[config.mk]
export PLATFORM = sky130hd
export DESIGN_NAME = excl_monitor
export DESIGN_NICKNAME = d
export VERILOG_FILES = /design/src/rtl/excl_pkg.sv /design/src/rtl/excl_addr_gen.sv /design/src/rtl/excl_tag_store.sv /design/src/rtl/excl_resp_reg.sv /design/src/rtl/excl_monitor.sv
export SDC_FILE = /design/constraint.sdc
export NUM_CORES = 1
export LEC_CHECK = 0
export BUFFER_PORTS_ARGS = -buffer_cell sky130_fd_sc_hd__clkbuf_2
export CAP_MARGIN = 5
export CORE_MARGIN = 1
export CORE_UTILIZATION = 42
export CTS_BUF_LIST = sky130_fd_sc_hd__clkbuf_8
export CTS_CLUSTER_DIAMETER = 50
export DETAILED_ROUTE_END_ITERATION = 8
export MAX_ROUTING_LAYER = met4
export PLACE_DENSITY = 0.79
export SLEW_MARGIN = 25
export SYNTH_ARGS = -nofsm -noshare
export SYNTH_HDL_FRONTEND = slang
export SYNTH_HIERARCHICAL = 1
export SYNTH_SLANG_ARGS = --single-unit
[constraint.sdc]
create_clock -name clk -period 8.2 [get_ports clk]
set_input_delay 1.23 -clock clk [delete_from_list [all_inputs] [get_ports clk]]
set_output_delay 1.23 -clock clk [all_outputs]
set_load 0.01 [all_outputs]
[src/rtl/excl_pkg.sv]
// Package: shared size encoding for the exclusive access monitor.
// Assumes a two-bit size code; code 3 is reserved and treated as an error.
package excl_pkg;
    typedef enum logic [1:0] {
        SZ_BYTE = 2'd0,
        SZ_HALF = 2'd1,
        SZ_WORD = 2'd2,
        SZ_BAD  = 2'd3
    } xsize_e;
endpackage

[src/rtl/excl_addr_gen.sv]
// Effective-address former and request validator.
// Word accesses add the immediate offset; byte/halfword ignore it.
// Assumes AW >= OFFW so the offset fits the address width.
module excl_addr_gen
    import excl_pkg::*;
#(
    parameter int AW      = 16,
    parameter int OFFW    = 12,
    parameter int MAX_OFF = 1020
) (
    input  logic [1:0]      size,
    input  logic [AW-1:0]   base,
    input  logic [OFFW-1:0] offset,
    output logic [AW-1:0]   eff_addr,
    output logic            bad
);
    localparam int ALIGN_BITS = 2;

    logic off_misaligned;
    logic off_too_big;
    logic is_word;

    // Purpose: classify the offset and size code.
    always_comb begin
        is_word        = (xsize_e'(size) == SZ_WORD);
        off_misaligned = (offset[ALIGN_BITS-1:0] != '0);
        off_too_big    = (32'(offset) > MAX_OFF);
        bad            = (xsize_e'(size) == SZ_BAD) ||
                         (is_word && (off_misaligned || off_too_big));
    end

    // Purpose: form the effective address by size.
    always_comb begin
        if (is_word) eff_addr = base + AW'(offset);
        else         eff_addr = base;
    end
endmodule

[src/rtl/excl_tag_store.sv]
// Monitor state: armed flag plus recorded address and size.
// Priority per cycle: kill > load arm > (store attempt | snoop hit) disarm.
// Snoop compare granule is 2**GRAN bytes.
module excl_tag_store #(
    parameter int AW   = 16,
    parameter int GRAN = 2
) (
    input  logic          clk,
    input  logic          rst_n,
    input  logic          kill,
    input  logic          load_arm,
    input  logic          store_try,
    input  logic [AW-1:0] addr,
    input  logic [1:0]    size,
    input  logic          snoop_valid,
    input  logic [AW-1:0] snoop_addr,
    output logic          pass
);
    logic          armed_q;
    logic [AW-1:0] tag_addr_q;
    logic [1:0]    tag_size_q;
    logic          snoop_hit;

    // Purpose: detect another master writing the watched granule.
    always_comb begin
        snoop_hit = snoop_valid && armed_q &&
                    (snoop_addr[AW-1:GRAN] == tag_addr_q[AW-1:GRAN]);
    end

    // Purpose: decide whether a store this cycle may write.
    always_comb begin
        pass = armed_q && !kill && !snoop_hit &&
               (addr == tag_addr_q) && (size == tag_size_q);
    end

    // Purpose: update the armed flag and recorded tag.
    always_ff @(posedge clk) begin
        if (!rst_n) begin
            armed_q    <= 1'b0;
            tag_addr_q <= '0;
            tag_size_q <= '0;
        end else if (kill) begin
            armed_q <= 1'b0;
        end else if (load_arm) begin
            armed_q    <= 1'b1;
            tag_addr_q <= addr;
            tag_size_q <= size;
        end else if (store_try || snoop_hit) begin
            armed_q <= 1'b0;
        end
    end
endmodule

[src/rtl/excl_resp_reg.sv]
// Output register stage: response pulse and memory write, one cycle after
// the request edge. Data fields hold while strobes are low.
module excl_resp_reg #(
    parameter int AW = 16,
    parameter int DW = 32
) (
    input  logic          clk,
    input  logic          rst_n,
    input  logic          rsp_v_d,
    input  logic          status_d,
    input  logic          err_d,
    input  logic          wr_v_d,
    input  logic [AW-1:0] wr_addr_d,
    input  logic [1:0]    wr_size_d,
    input  logic [DW-1:0] wr_data_d,
    output logic          rsp_valid,
    output logic          rsp_status,
    output logic          rsp_err,
    output logic          mem_wr_valid,
    output logic [AW-1:0] mem_wr_addr,
    output logic [1:0]    mem_wr_size,
    output logic [DW-1:0] mem_wr_data
);
    // Purpose: register strobes, status and error.
    always_ff @(posedge clk) begin
        if (!rst_n) begin
            rsp_valid    <= 1'b0;
            rsp_status   <= 1'b0;
            rsp_err      <= 1'b0;
            mem_wr_valid <= 1'b0;
        end else begin
            rsp_valid    <= rsp_v_d;
            rsp_status   <= rsp_v_d && status_d;
            rsp_err      <= rsp_v_d && err_d;
            mem_wr_valid <= wr_v_d;
        end
    end

    // Purpose: capture write payload only when a write issues.
    always_ff @(posedge clk) begin
        if (!rst_n) begin
            mem_wr_addr <= '0;
            mem_wr_size <= '0;
            mem_wr_data <= '0;
        end else if (wr_v_d) begin
            mem_wr_addr <= wr_addr_d;
            mem_wr_size <= wr_size_d;
            mem_wr_data <= wr_data_d;
        end
    end
endmodule

[src/rtl/excl_monitor.sv]
// Top: exclusive access monitor between one core and a memory write port.
// Requests are taken every cycle req_valid is high; the response follows
// one clock later. Assumes one outstanding exclusive reservation.
module excl_monitor #(
    parameter int AW      = 16,
    parameter int DW      = 32,
    parameter int OFFW    = 12,
    parameter int MAX_OFF = 1020
) (
    input  logic            clk,
    input  logic            rst_n,
    input  logic            req_valid,
    input  logic            req_store,
    input  logic [1:0]      req_size,
    input  logic [AW-1:0]   req_base,
    input  logic [OFFW-1:0] req_offset,
    input  logic [DW-1:0]   req_wdata,
    input  logic            snoop_valid,
    input  logic [AW-1:0]   snoop_addr,
    input  logic            clr_mon,
    input  logic            exc_entry,
    output logic            mem_wr_valid,
    output logic [AW-1:0]   mem_wr_addr,
    output logic [1:0]      mem_wr_size,
    output logic [DW-1:0]   mem_wr_data,
    output logic            rsp_valid,
    output logic            rsp_status,
    output logic            rsp_err
);
    localparam int GRAN = 2;

    logic [AW-1:0] eff_addr;
    logic          req_bad;
    logic          req_ok;
    logic          load_arm;
    logic          store_try;
    logic          kill;
    logic          pass;
    logic          write_go;
    logic          status_d;

    excl_addr_gen #(.AW(AW), .OFFW(OFFW), .MAX_OFF(MAX_OFF)) u_addr (
        .size     (req_size),
        .base     (req_base),
        .offset   (req_offset),
        .eff_addr (eff_addr),
        .bad      (req_bad)
    );

    // Purpose: split the request into arm, try and kill controls.
    always_comb begin
        req_ok    = req_valid && !req_bad;
        load_arm  = req_ok && !req_store;
        store_try = req_ok && req_store;
        kill      = clr_mon || exc_entry;
    end

    excl_tag_store #(.AW(AW), .GRAN(GRAN)) u_tag (
        .clk         (clk),
        .rst_n       (rst_n),
        .kill        (kill),
        .load_arm    (load_arm),
        .store_try   (store_try),
        .addr        (eff_addr),
        .size        (req_size),
        .snoop_valid (snoop_valid),
        .snoop_addr  (snoop_addr),
        .pass        (pass)
    );

    // Purpose: decide the write and the returned status.
    always_comb begin
        write_go = store_try && pass;
        status_d = req_bad || (req_store && !pass);
    end

    excl_resp_reg #(.AW(AW), .DW(DW)) u_resp (
        .clk          (clk),
        .rst_n        (rst_n),
        .rsp_v_d      (req_valid),
        .status_d     (status_d),
        .err_d        (req_bad),
        .wr_v_d       (write_go),
        .wr_addr_d    (eff_addr),
        .wr_size_d    (req_size),
        .wr_data_d    (req_wdata),
        .rsp_valid    (rsp_valid),
        .rsp_status   (rsp_status),
        .rsp_err      (rsp_err),
        .mem_wr_valid (mem_wr_valid),
        .mem_wr_addr  (mem_wr_addr),
        .mem_wr_size  (mem_wr_size),
        .mem_wr_data  (mem_wr_data)
    );
endmodule

==> results.txt, run 1 <==
----------------------------------------------------
[CTS]
  Clock tree from TritonCTS ... yes
  Latest clock arrival within the worst-skew pair ... 0.33 ns
  Hold buffer count at CTS ... 0
  Clk slew on worst S/H paths ... 0.07 ns
  Buffer depth of the longest clock path ... 2
  Clk sink count ... 73
  Number of levels in the clock H-tree ... 3
  CTS-repair resized insts ... 0
  Root Driver ... sky130_fd_sc_hd__clkbuf_8
  Buffers inserted by post-CTS timing repair ... 0
  Inserted Clock Buffers ... 9

[Logic synthesis]
  Fraction of synthesized cell area taken by the top area cell type ... a little over a third
  Synthesized netlist net count ... between 500 and 600
  Synthesis warning total ... 6
  Main combinational cell family by area after synthesis ... simple AND/OR/NAND/NOR gates
  Synthesized area per cell ... 8.97 um2
  Top post-synthesis cells by area ... sky130_fd_sc_hd__dfxtp_1 (36%), sky130_fd_sc_hd__mux2i_1 (13%), sky130_fd_sc_hd__nor2b_1 (8.0%), sky130_fd_sc_hd__nand2_1 (5.6%), sky130_fd_sc_hd__xor2_1 (4.5%)
  Synth Area in Compound Gates ... about an eighth
  Netlist area before placement ... about 0.0041 mm2
  Synthesized instance count ... between 400 and 500
  Number of different library cells in the post-synthesis netlist ... between 40 and 50
  Basic-gate share of the synthesized area counting and, or, nand and nor cells ... 23.5%
  Sequential area share after synthesis ... between 30 and 40%
  Share of synthesized registers carrying an async set or reset ... 0%
  Post-synthesis xor/xnor area fraction ... 7.95%
  Most frequently used flop master after synthesis ... sky130_fd_sc_hd__dfxtp_1
  Yosys top cell by area ... sky130_fd_sc_hd__dfxtp_1
  Flops & latches, synth ... 73
  Proportion of synthesized area in mux cells ... 12.5%
  Adder and majority cell fraction of the synthesized area ... between 4 and 5%
  Count of flip-flops with a built-in enable after synthesis ... 0

[Setup path]
  Nature of the critical path startpoint ... input port
  Worst setup slack for register-to-register paths ... a little over 5 ns
  CP Class ... input port to register
  Startpoint of the lowest-slack register-to-register path ... u_tag/tag_addr_q[8]
  Worst reg2reg endpoint ... u_resp/mem_wr_addr[4]
  Crit. End Element ... register
  Worst-case reg-to-reg path depth ... 8
  Peak fanout along the critical path ... 29
  Worst endpoint data arrival time ... 5.79 ns
  Worst Path Required ... ~8.4 ns

[STA]
  Number of setup violations in the final report ... 0
  Final hold slack ... roughly 0.47 ns
  Fin crit share ... just under 70%
  Slew at the pin with the worst max-slew slack ... 0.977 ns
  Total count of hold-check failures in the final report ... 0
  Final Critical Period ... around 5.6 ns
  Max Clk Rate ... around 0.18 GHz
  Relative slew slack ... 34.9%
  Number of slew-limit violations in the final report ... 0
  Unrepaired setup endpoints after global routing ... no
  Summed negative setup slack over all endpoints ... 0 ns
  Final clock skew ... roughly 0.0063 ns

[GRT]
  Wire length of the first global-routing pass ... 17000 um
  Overflow left after global routing ... 0
  Largest net degree at the start of global routing ... 57
  Overall fraction of global-route tracks in use ... between 20% and 30%
  Number of antenna violations at the first check in global routing ... 0
  Vias in the first global route ... between 3k and 4k

[Placement]
  GP Congestion ... around 0.86
  Total placed instance area ... roughly 0.0048 mm2
  Post-DP HPWL ... 7990 um
  Count of input and output buffers ... 136

[Die]
  Initial core utilization ... a little over two fifths
  Site Rows ... 35
  Die width ... around 100 um
  Die area ... slightly above 0.01 mm2
  Core Footprint ... between 0.009 and 0.01 mm2
  Boundary pin count ... about 140
  Chip height ... ~100 um

[Min path]
  Hold-critical path depth ... 2
  Hold wc startpoint ... u_tag/tag_size_q[0]
  Worst Hold Class ... register to register
  WHS Endpoint ... u_tag/tag_size_q[0]

[Power and ir drop]
  Maximum ir drop on the vdd rail ... 71.6 uV
  Static leakage ... around 2.0 nW
  Overall power after layout ... approximately 780 uW
  Pwr/cell area ... around 160 mW/mm2

[Layout]
  Final instance area ... 0.00498 mm2
  Share of final-layout standard cells stronger than drive strength 1 ... a little over a quarter
  Final nets ... around 680
  Number of diodes added for antenna fixing ... 0
  Area growth from synthesis to layout ... 22.3%

[Run]
  Total of max-cap violations ... 0

[Status]
  Run status ... completed

[Detailed routing]
  Mean number of vias per cell ... about 5.3
  1st-iter DRT viols ... 210
  Total vias in the final route ... approximately 3.8k
  Routed WL per cell ... 14.9 um
  Wire length reported by the detailed router ... about 11000 um
  Number of optimization iterations in the first detailed-route pass ... 5
  Post-detailed-route DRC marker count ... 0
  Number of nets with antenna violations after routing ... 0

----------------------------------------------------
## layout by cell type (no fill, tap or decap), drive strengths merged, types with 7 or more instances in the layout
master	count
mux2i	51
o2111ai	7
nand3	13
o21ai	10
nand2	61
xnor2	16
nor4	7
nand4	9
nor3	7
xor2	21
clkbuf	149
nor2b	52
dfxtp	73
nor2	7
a21oi	25
ha	12
## cell usage after synthesis, drive strengths merged (3+ instances only)
| library cell | n |
|---|---|
| o21a | 3 |
| and3 | 6 |
| clkbuf | 12 |
| nand2 | 61 |
| o2111ai | 7 |
| and2 | 5 |
| mux2i | 51 |
| dfxtp | 73 |
| or4 | 3 |
| a21o | 6 |
| a22oi | 3 |
| nand2b | 3 |
| buf | 13 |
| o211ai | 5 |
| a211oi | 3 |
| o21ai | 10 |
| nor2b | 52 |
| nand3 | 13 |
| nor3 | 7 |
| nor2 | 7 |
| a21oi | 25 |
| ha | 12 |
| xor2 | 21 |
| nand4 | 9 |
| xnor2 | 16 |
| nor4 | 7 |
## worst max-delay path: stages
cell and delay (ns):
sky130_fd_sc_hd__clkbuf_2 0.09, sky130_fd_sc_hd__ha_1 0.23, sky130_fd_sc_hd__fa_1 0.43, sky130_fd_sc_hd__a21o_1 0.23
sky130_fd_sc_hd__a221o_1 0.41, sky130_fd_sc_hd__a311o_1 0.38, sky130_fd_sc_hd__nand3_1 0.16, sky130_fd_sc_hd__xor2_1 0.10
sky130_fd_sc_hd__nor4_1 0.38, sky130_fd_sc_hd__nand3_1 0.14, sky130_fd_sc_hd__nor4_1 0.45, sky130_fd_sc_hd__and2_2 0.68
sky130_fd_sc_hd__buf_4 0.55, sky130_fd_sc_hd__mux2i_1 0.24, sky130_fd_sc_hd__nor2b_1 0.07
## through the flow
step / cells / utilization (%) / worst slack, ns
6_report: 711 / 53.4 / 2.63
2_1_floorplan: 454 / - / 3.79
3_3_place_gp: 696 / 51.1 / 2.47
4_1_cts: 711 / 53.4 / 2.65
3_5_place_dp: 696 / 51.1 / 2.34
5_1_grt: 711 / 53.4 / 2.28
## logic make-up (layout without fill, tap and decap cells)
kind of cell / Yosys count / in the layout
and+or+nand+nor: 181 / 181
DFF: 73 / 73
AOI/OAI and AO/OA: 72 / 72
muxes: 51 / 51
xor gates and xnor gates: 37 / 37
buffers and inverters: 27 / 155
adders and majority gates: 13 / 13
## layout make-up
class                   instances  area [um2]
fillers                       885        4350
multi-input cells             354        2440
flip-flops and latches         73        1460
repair buffers                138         696
clock buffers                  13         179
well taps                     129         161
clock inverters                 2        35.0
inverters                       2        7.51
## worst max-delay path by stage
| stage | from | to | slack (ns) | depth (start not counted) |
|---|---|---|---|---|
| floorplan | req_offset[0] | u_resp/mem_wr_addr[2] | 3.79 | 15 |
| global placement | req_offset[0] | u_resp/mem_wr_addr[4] | 2.47 | 15 |
| detailed placement | req_offset[0] | u_resp/mem_wr_data[4] | 2.34 | 15 |
| CTS | req_offset[0] | u_resp/mem_wr_size[1] | 2.65 | 15 |
| global route | req_offset[0] | u_resp/mem_wr_size[1] | 2.28 | 15 |
| finish | req_offset[0] | u_resp/mem_wr_addr[4] | 2.63 | 15 |
## per-layer routing
metal	vias up	global-route usage, %	share of wire [%]
li1	1853	-	-
met4	0	8.58	2.8
met5	-	-	0
met1	1758	27.3	43
met2	156	35.6	48
met3	28	3.61	5.5
## state kept, by name (all words and copies together), names as in the netlist
| name | cells |
|---|---|
| u_resp/mem_wr_addr | 16 |
| u_resp/mem_wr_data | 32 |
| u_resp/mem_wr_size | 2 |
| u_resp/mem_wr_valid | 1 |
| u_resp/rsp_err | 1 |
| u_resp/rsp_status | 1 |
| u_resp/rsp_valid | 1 |
| u_tag/armed_q | 1 |
| u_tag/tag_addr_q | 16 |
| u_tag/tag_size_q | 2 |
## where the power goes
| group | total (mW) | switching (mW) | internal (mW) |
|---|---|---|---|
| registers | 0.358 | 0.00170 | 0.356 |
| logic | 0.128 | 0.0748 | 0.0534 |
| clock network | 0.293 | 0.121 | 0.172 |
No activity file was read; power rests on OpenSTA's default activity.
==> inputs of run 2 (changes only) <==
--- a/config.mk
+++ b/config.mk
@@ -5,6 +5,7 @@
 export SDC_FILE = /design/constraint.sdc
 export NUM_CORES = 1
 export LEC_CHECK = 0
+export ABC_AREA = 1
 export BUFFER_PORTS_ARGS = -buffer_cell sky130_fd_sc_hd__clkbuf_2
 export CAP_MARGIN = 5
 export CORE_MARGIN = 1
@@ -13,7 +14,7 @@
 export CTS_CLUSTER_DIAMETER = 50
 export DETAILED_ROUTE_END_ITERATION = 8
 export MAX_ROUTING_LAYER = met4
-export PLACE_DENSITY = 0.79
+export PLACE_DENSITY = 0.8
 export SLEW_MARGIN = 25
 export SYNTH_ARGS = -nofsm -noshare
 export SYNTH_HDL_FRONTEND = slang
==> constraint.sdc (replaced) <==
create_clock -name clk -period 4.8 [get_ports clk]
set_input_delay 0.72 -clock clk [delete_from_list [all_inputs] [get_ports clk]]
set_output_delay 0.72 -clock clk [all_outputs]
set_load 0.01 [all_outputs]
==> results.txt, run 2 <==
----------------------------------------------------
[Status]
  Run status ... completed

[CTS]
  Buffer depth of the longest clock path ... 2 (unchanged)
  Number of levels in the clock H-tree ... 3 (unchanged)
  Clk sink count ... 73 (unchanged)
  CTS-repair resized insts ... 0 (unchanged)
  Hold buffer count at CTS ... 0 (unchanged)
  Clock tree from TritonCTS ... yes
  Clk slew on worst S/H paths ... 0.08 ns (about the same)
  Root Driver ... sky130_fd_sc_hd__clkbuf_8
  Inserted Clock Buffers ... 9 (unchanged)
  Buffers inserted by post-CTS timing repair ... 0 (unchanged)
  Latest clock arrival within the worst-skew pair ... 0.34 ns (about the same)

[Detailed routing]
  Total vias in the final route ... 4612 (+22%)
  Wire length reported by the detailed router ... 11200 um (+5.8%)
  Post-detailed-route DRC marker count ... 0 (unchanged)
  Number of nets with antenna violations after routing ... 0 (unchanged)
  Number of optimization iterations in the first detailed-route pass ... 4 (-1)
  Mean number of vias per cell ... 4.50 (-16%)
  Routed WL per cell ... 10.9 um (-27%)
  1st-iter DRT viols ... 267 (+27%)

[STA]
  Fin crit share ... 73.5%
  Max Clk Rate ... between 0.2 and 0.3 GHz
  Total count of hold-check failures in the final report ... 0 (unchanged)
  Setup slack of the critical path after layout ... 1.27 ns (-1.36 ns)
  Summed negative setup slack over all endpoints ... 0 ns (unchanged)
  Unrepaired setup endpoints after global routing ... no
  Number of setup violations in the final report ... 0 (unchanged)
  Final clock skew ... 0.00973 ns (+0.00345 ns)
  Relative slew slack ... 53.9% (+19 points)
  Final Critical Period ... 3.53 ns
  Slew at the pin with the worst max-slew slack ... 0.691 ns (-0.286 ns)
  Number of slew-limit violations in the final report ... 0 (unchanged)

[Logic synthesis]
  Yosys top cell by area ... sky130_fd_sc_hd__dfxtp_1
  Flops & latches, synth ... 73 (unchanged)
  Netlist area before placement ... 0.00453 mm2 (+11%)
  Synthesized netlist net count ... 851 (+54%)
  Fraction of synthesized cell area taken by the top area cell type ... 32.3% (-3.6 points)
  Share of synthesized registers carrying an async set or reset ... 0% (unchanged)
  Most frequent cell after synthesis ... sky130_fd_sc_hd__nand2_1
  Synthesis warning total ... 6 (unchanged)
  Synthesized area per cell ... 6.01 um2 (-33%)
  Count of flip-flops with a built-in enable after synthesis ... 0 (unchanged)
  Most frequent cells after synthesis ... sky130_fd_sc_hd__nand2_1 (255), sky130_fd_sc_hd__nor2_1 (138), sky130_fd_sc_hd__inv_1 (124), sky130_fd_sc_hd__dfxtp_1 (73), sky130_fd_sc_hd__o21ai_0 (30)
  Sequential area share after synthesis ... 32.3% (-3.6 points)
  Synthesized instance count ... 753 (+66%)
  Number of different library cells in the post-synthesis netlist ... 32 (-35%)
  Top post-synthesis cells by area ... sky130_fd_sc_hd__dfxtp_1 (32%), sky130_fd_sc_hd__nand2_1 (21%), sky130_fd_sc_hd__nor2_1 (11%), sky130_fd_sc_hd__inv_1 (10%), sky130_fd_sc_hd__ha_1 (3.3%)
  Most frequently used flop master after synthesis ... sky130_fd_sc_hd__dfxtp_1

[Setup path]
  End point of the critical path ... u_resp/mem_wr_data[1]
  Startpoint of the lowest-slack register-to-register path ... u_tag/tag_addr_q[2]
  Worst-case reg-to-reg path depth ... 14 (+6)
  Worst setup slack for register-to-register paths ... 2.78 ns (-2.26 ns)
  Buffer and inverter count on the worst path ... 3 (+1)
  Crit. End Element ... register
  Delay of the slowest cell on the worst path ... 0.47 ns (-0.21 ns)
  Worst Path Required ... 5.04 ns (-3.38 ns)
  Master of the slowest instance on the critical path ... sky130_fd_sc_hd__fa_1
  Worst endpoint data arrival time ... 3.77 ns (-2.02 ns)
  Cell count along the critical path ... 21 (+6)
  Nature of the critical path startpoint ... input port
  Cells along the critical path ... clkbuf_2 -> ha_1 -> fa_1 -> nand3_1 -> nand3_1 -> nand2_1 -> nand3b_1 -> nand3_1 -> nand2_1 -> xor2_1 -> nor2_1 -> nand2_1 -> nor2_1 -> nand3_1 -> nor2_1 -> inv_1 -> nor2_4 -> buf_4 -> nand2_1 -> nand2_1 -> nor2_1
  Peak fanout along the critical path ... 53 (+83%)
  Most frequent CP cell ... sky130_fd_sc_hd__nand2_1
  Category of cells accounting for the largest share of critical-path delay ... simple AND/OR/NAND/NOR gates
  Worst reg2reg endpoint ... u_resp/mem_wr_data[1]
  CP Class ... input port to register
  Start point of the critical path ... req_offset[0]

[Power and ir drop]
  Maximum ir drop on the vdd rail ... 167 uV (+130%)
  Switching portion of total power ... 28.3% (+3.0 points)
  Pwr/cell area ... 257 mW/mm2 (+64%)
  Sw Pwr ... 397 uW (+100%)
  Static leakage ... 3.08 nW (+54%)
  Logic pwr share ... 17.5% (+1.1 points)
  Sequential fraction of design power ... 43.7% (-2.2 points)
  Clock Power Share ... 38.8% (+1.2 points)
  P_int ... 1.00 mW (+73%)

[Layout]
  Leading cell type in the layout, fill and taps excluded ... sky130_fd_sc_hd__nand2_1
  Register with the most flip-flops ... u_resp/mem_wr_data
  Number of diodes added for antenna fixing ... 0 (unchanged)
  Max FFs per register ... 32 (unchanged)
  Final core area utilization ... 52.7% (-0.71 points)
  Registers with the most flip-flops ... u_resp/mem_wr_data x32, u_resp/mem_wr_addr x16, u_tag/tag_addr_q x16
  Final cell count without fillers ... 1024 (+44%)
  Final nets ... 981 (+45%)
  Area growth from synthesis to layout ... 20.7%
  Share of final-layout standard cells stronger than drive strength 1 ... 20.5% (-6.8 points)
  Most frequent cells in the layout ... sky130_fd_sc_hd__nand2_1 (255), sky130_fd_sc_hd__nor2_1 (138), sky130_fd_sc_hd__clkbuf_2 (136)

[GRT]
  Vias in the first global route ... 4099 (+16%)
  Overflow left after global routing ... 0 (unchanged)
  Number of antenna violations at the first check in global routing ... 0 (unchanged)
  Overall fraction of global-route tracks in use ... 21.3% (-0.59 points)
  Largest net degree at the start of global routing ... 72 (+26%)
  Wire length of the first global-routing pass ... 18600 um (+9.2%)

[Placement]
  Post-DP HPWL ... 8640 um (+8.2%)
  Setup slack after placement ... 0.900 ns (-1.44 ns)
  GP Congestion ... 1.00 (+17%)
  Number of placed cells counting well taps ... 1008 (+45%)
  Count of input and output buffers ... 136 (unchanged)

[Die]
  Site Rows ... 37 (+5.7%)
  Die width ... 106 um (+5.3%)
  Initial core utilization ... 43.7% (about the same)
  Core Footprint ... 0.0104 mm2 (+11%)
  Chip height ... 106 um (+5.3%)
  Die area ... 0.0112 mm2 (+11%)
  Boundary pin count ... 139 (unchanged)

[Run]
  Total of max-cap violations ... 0 (unchanged)

[Min path]
  Worst Hold Class ... register to register

----------------------------------------------------
run 2: cell types whose count changed after synthesis, sizes merged, moves of 20 or more:
cell	change
nand2	+203
nor2	+137
inv	+126
nor2b	-52
mux2i	-51
o21ai	+20
run 2: per-layer routing:
layer / global-route usage (%) / wire (um) / share of wire [%]
met1: 26.0 / 5090 / 45
met5: - / 0 / 0
met2: 35.6 / 5240 / 47
met3: 4.64 / 712 / 6.4
met4: 5.56 / 165 / 1.5
run 2: how the worst min path moves through the flow:
stage,start,to,slack (ns),cells past startpoint
finish,u_resp/mem_wr_data[28],u_resp/mem_wr_data[28],0.47,2
global route,u_resp/mem_wr_data[2],u_resp/mem_wr_data[2],0.48,2
CTS,u_resp/mem_wr_data[2],u_resp/mem_wr_data[2],0.47,2
detailed placement,u_resp/mem_wr_data[2],u_resp/mem_wr_data[2],0.46,2
global placement,u_resp/mem_wr_addr[0],u_resp/mem_wr_addr[0],0.46,2
floorplan,u_tag/tag_size_q[0],u_tag/tag_size_q[0],0.44,2
run 2: cells by family (layout without fill, tap and decap cells):
group                      after synthesis  count (layout)  synth area share, %
DFF                                     73              73                 32.3
adders and majority gates               13              13                 3.76
and+or+nand+nor                        449             449                 40.4
xor gates and xnor gates                13              13                 2.52
buffers and inverters                  150             285                 14.7
AOI/OAI and AO/OA                       55              55                 6.36
run 2: area by class of cell:
cell class | count | area (um2)
multi-input combinational | 530 | 2400
inverter | 127 | 477
timing repair buffer | 142 | 726
clock buffer | 9 | 124
clock inverter | 7 | 103
fill | 1085 | 4910
sequential | 73 | 1460
tap | 136 | 170
run 2: power groups by stage:
stage	Clock, mW	Combinational, mW	Sequential, mW
6_report	0.543	0.246	0.613
4_1_cts	0.558	0.245	0.613
3_3_place_gp	0	0.240	0.627
3_5_place_dp	0	0.244	0.627
5_1_grt	0.586	0.281	0.613
2_1_floorplan	0	0.162	0.627
run 2: worst register-to-register path: cells and delay by family (launching register included):
kind	cells	cell delay [ns]
flip-flops	1	0.33
AO/OA/AOI/OAI	1	0.08
buffers and inverters	3	0.58
AND/OR/NAND/NOR	10	0.92
run 2: metrics by stage:
stage | hold WS (ns) | power [mW] | area [um2]
floorplan | 0.444 | 0.789 | 4530
finish | 0.471 | 1.40 | 5460
global placement | 0.457 | 0.867 | 5240
CTS | 0.471 | 1.42 | 5460
detailed placement | 0.461 | 0.871 | 5240
global route | 0.484 | 1.48 | 5460
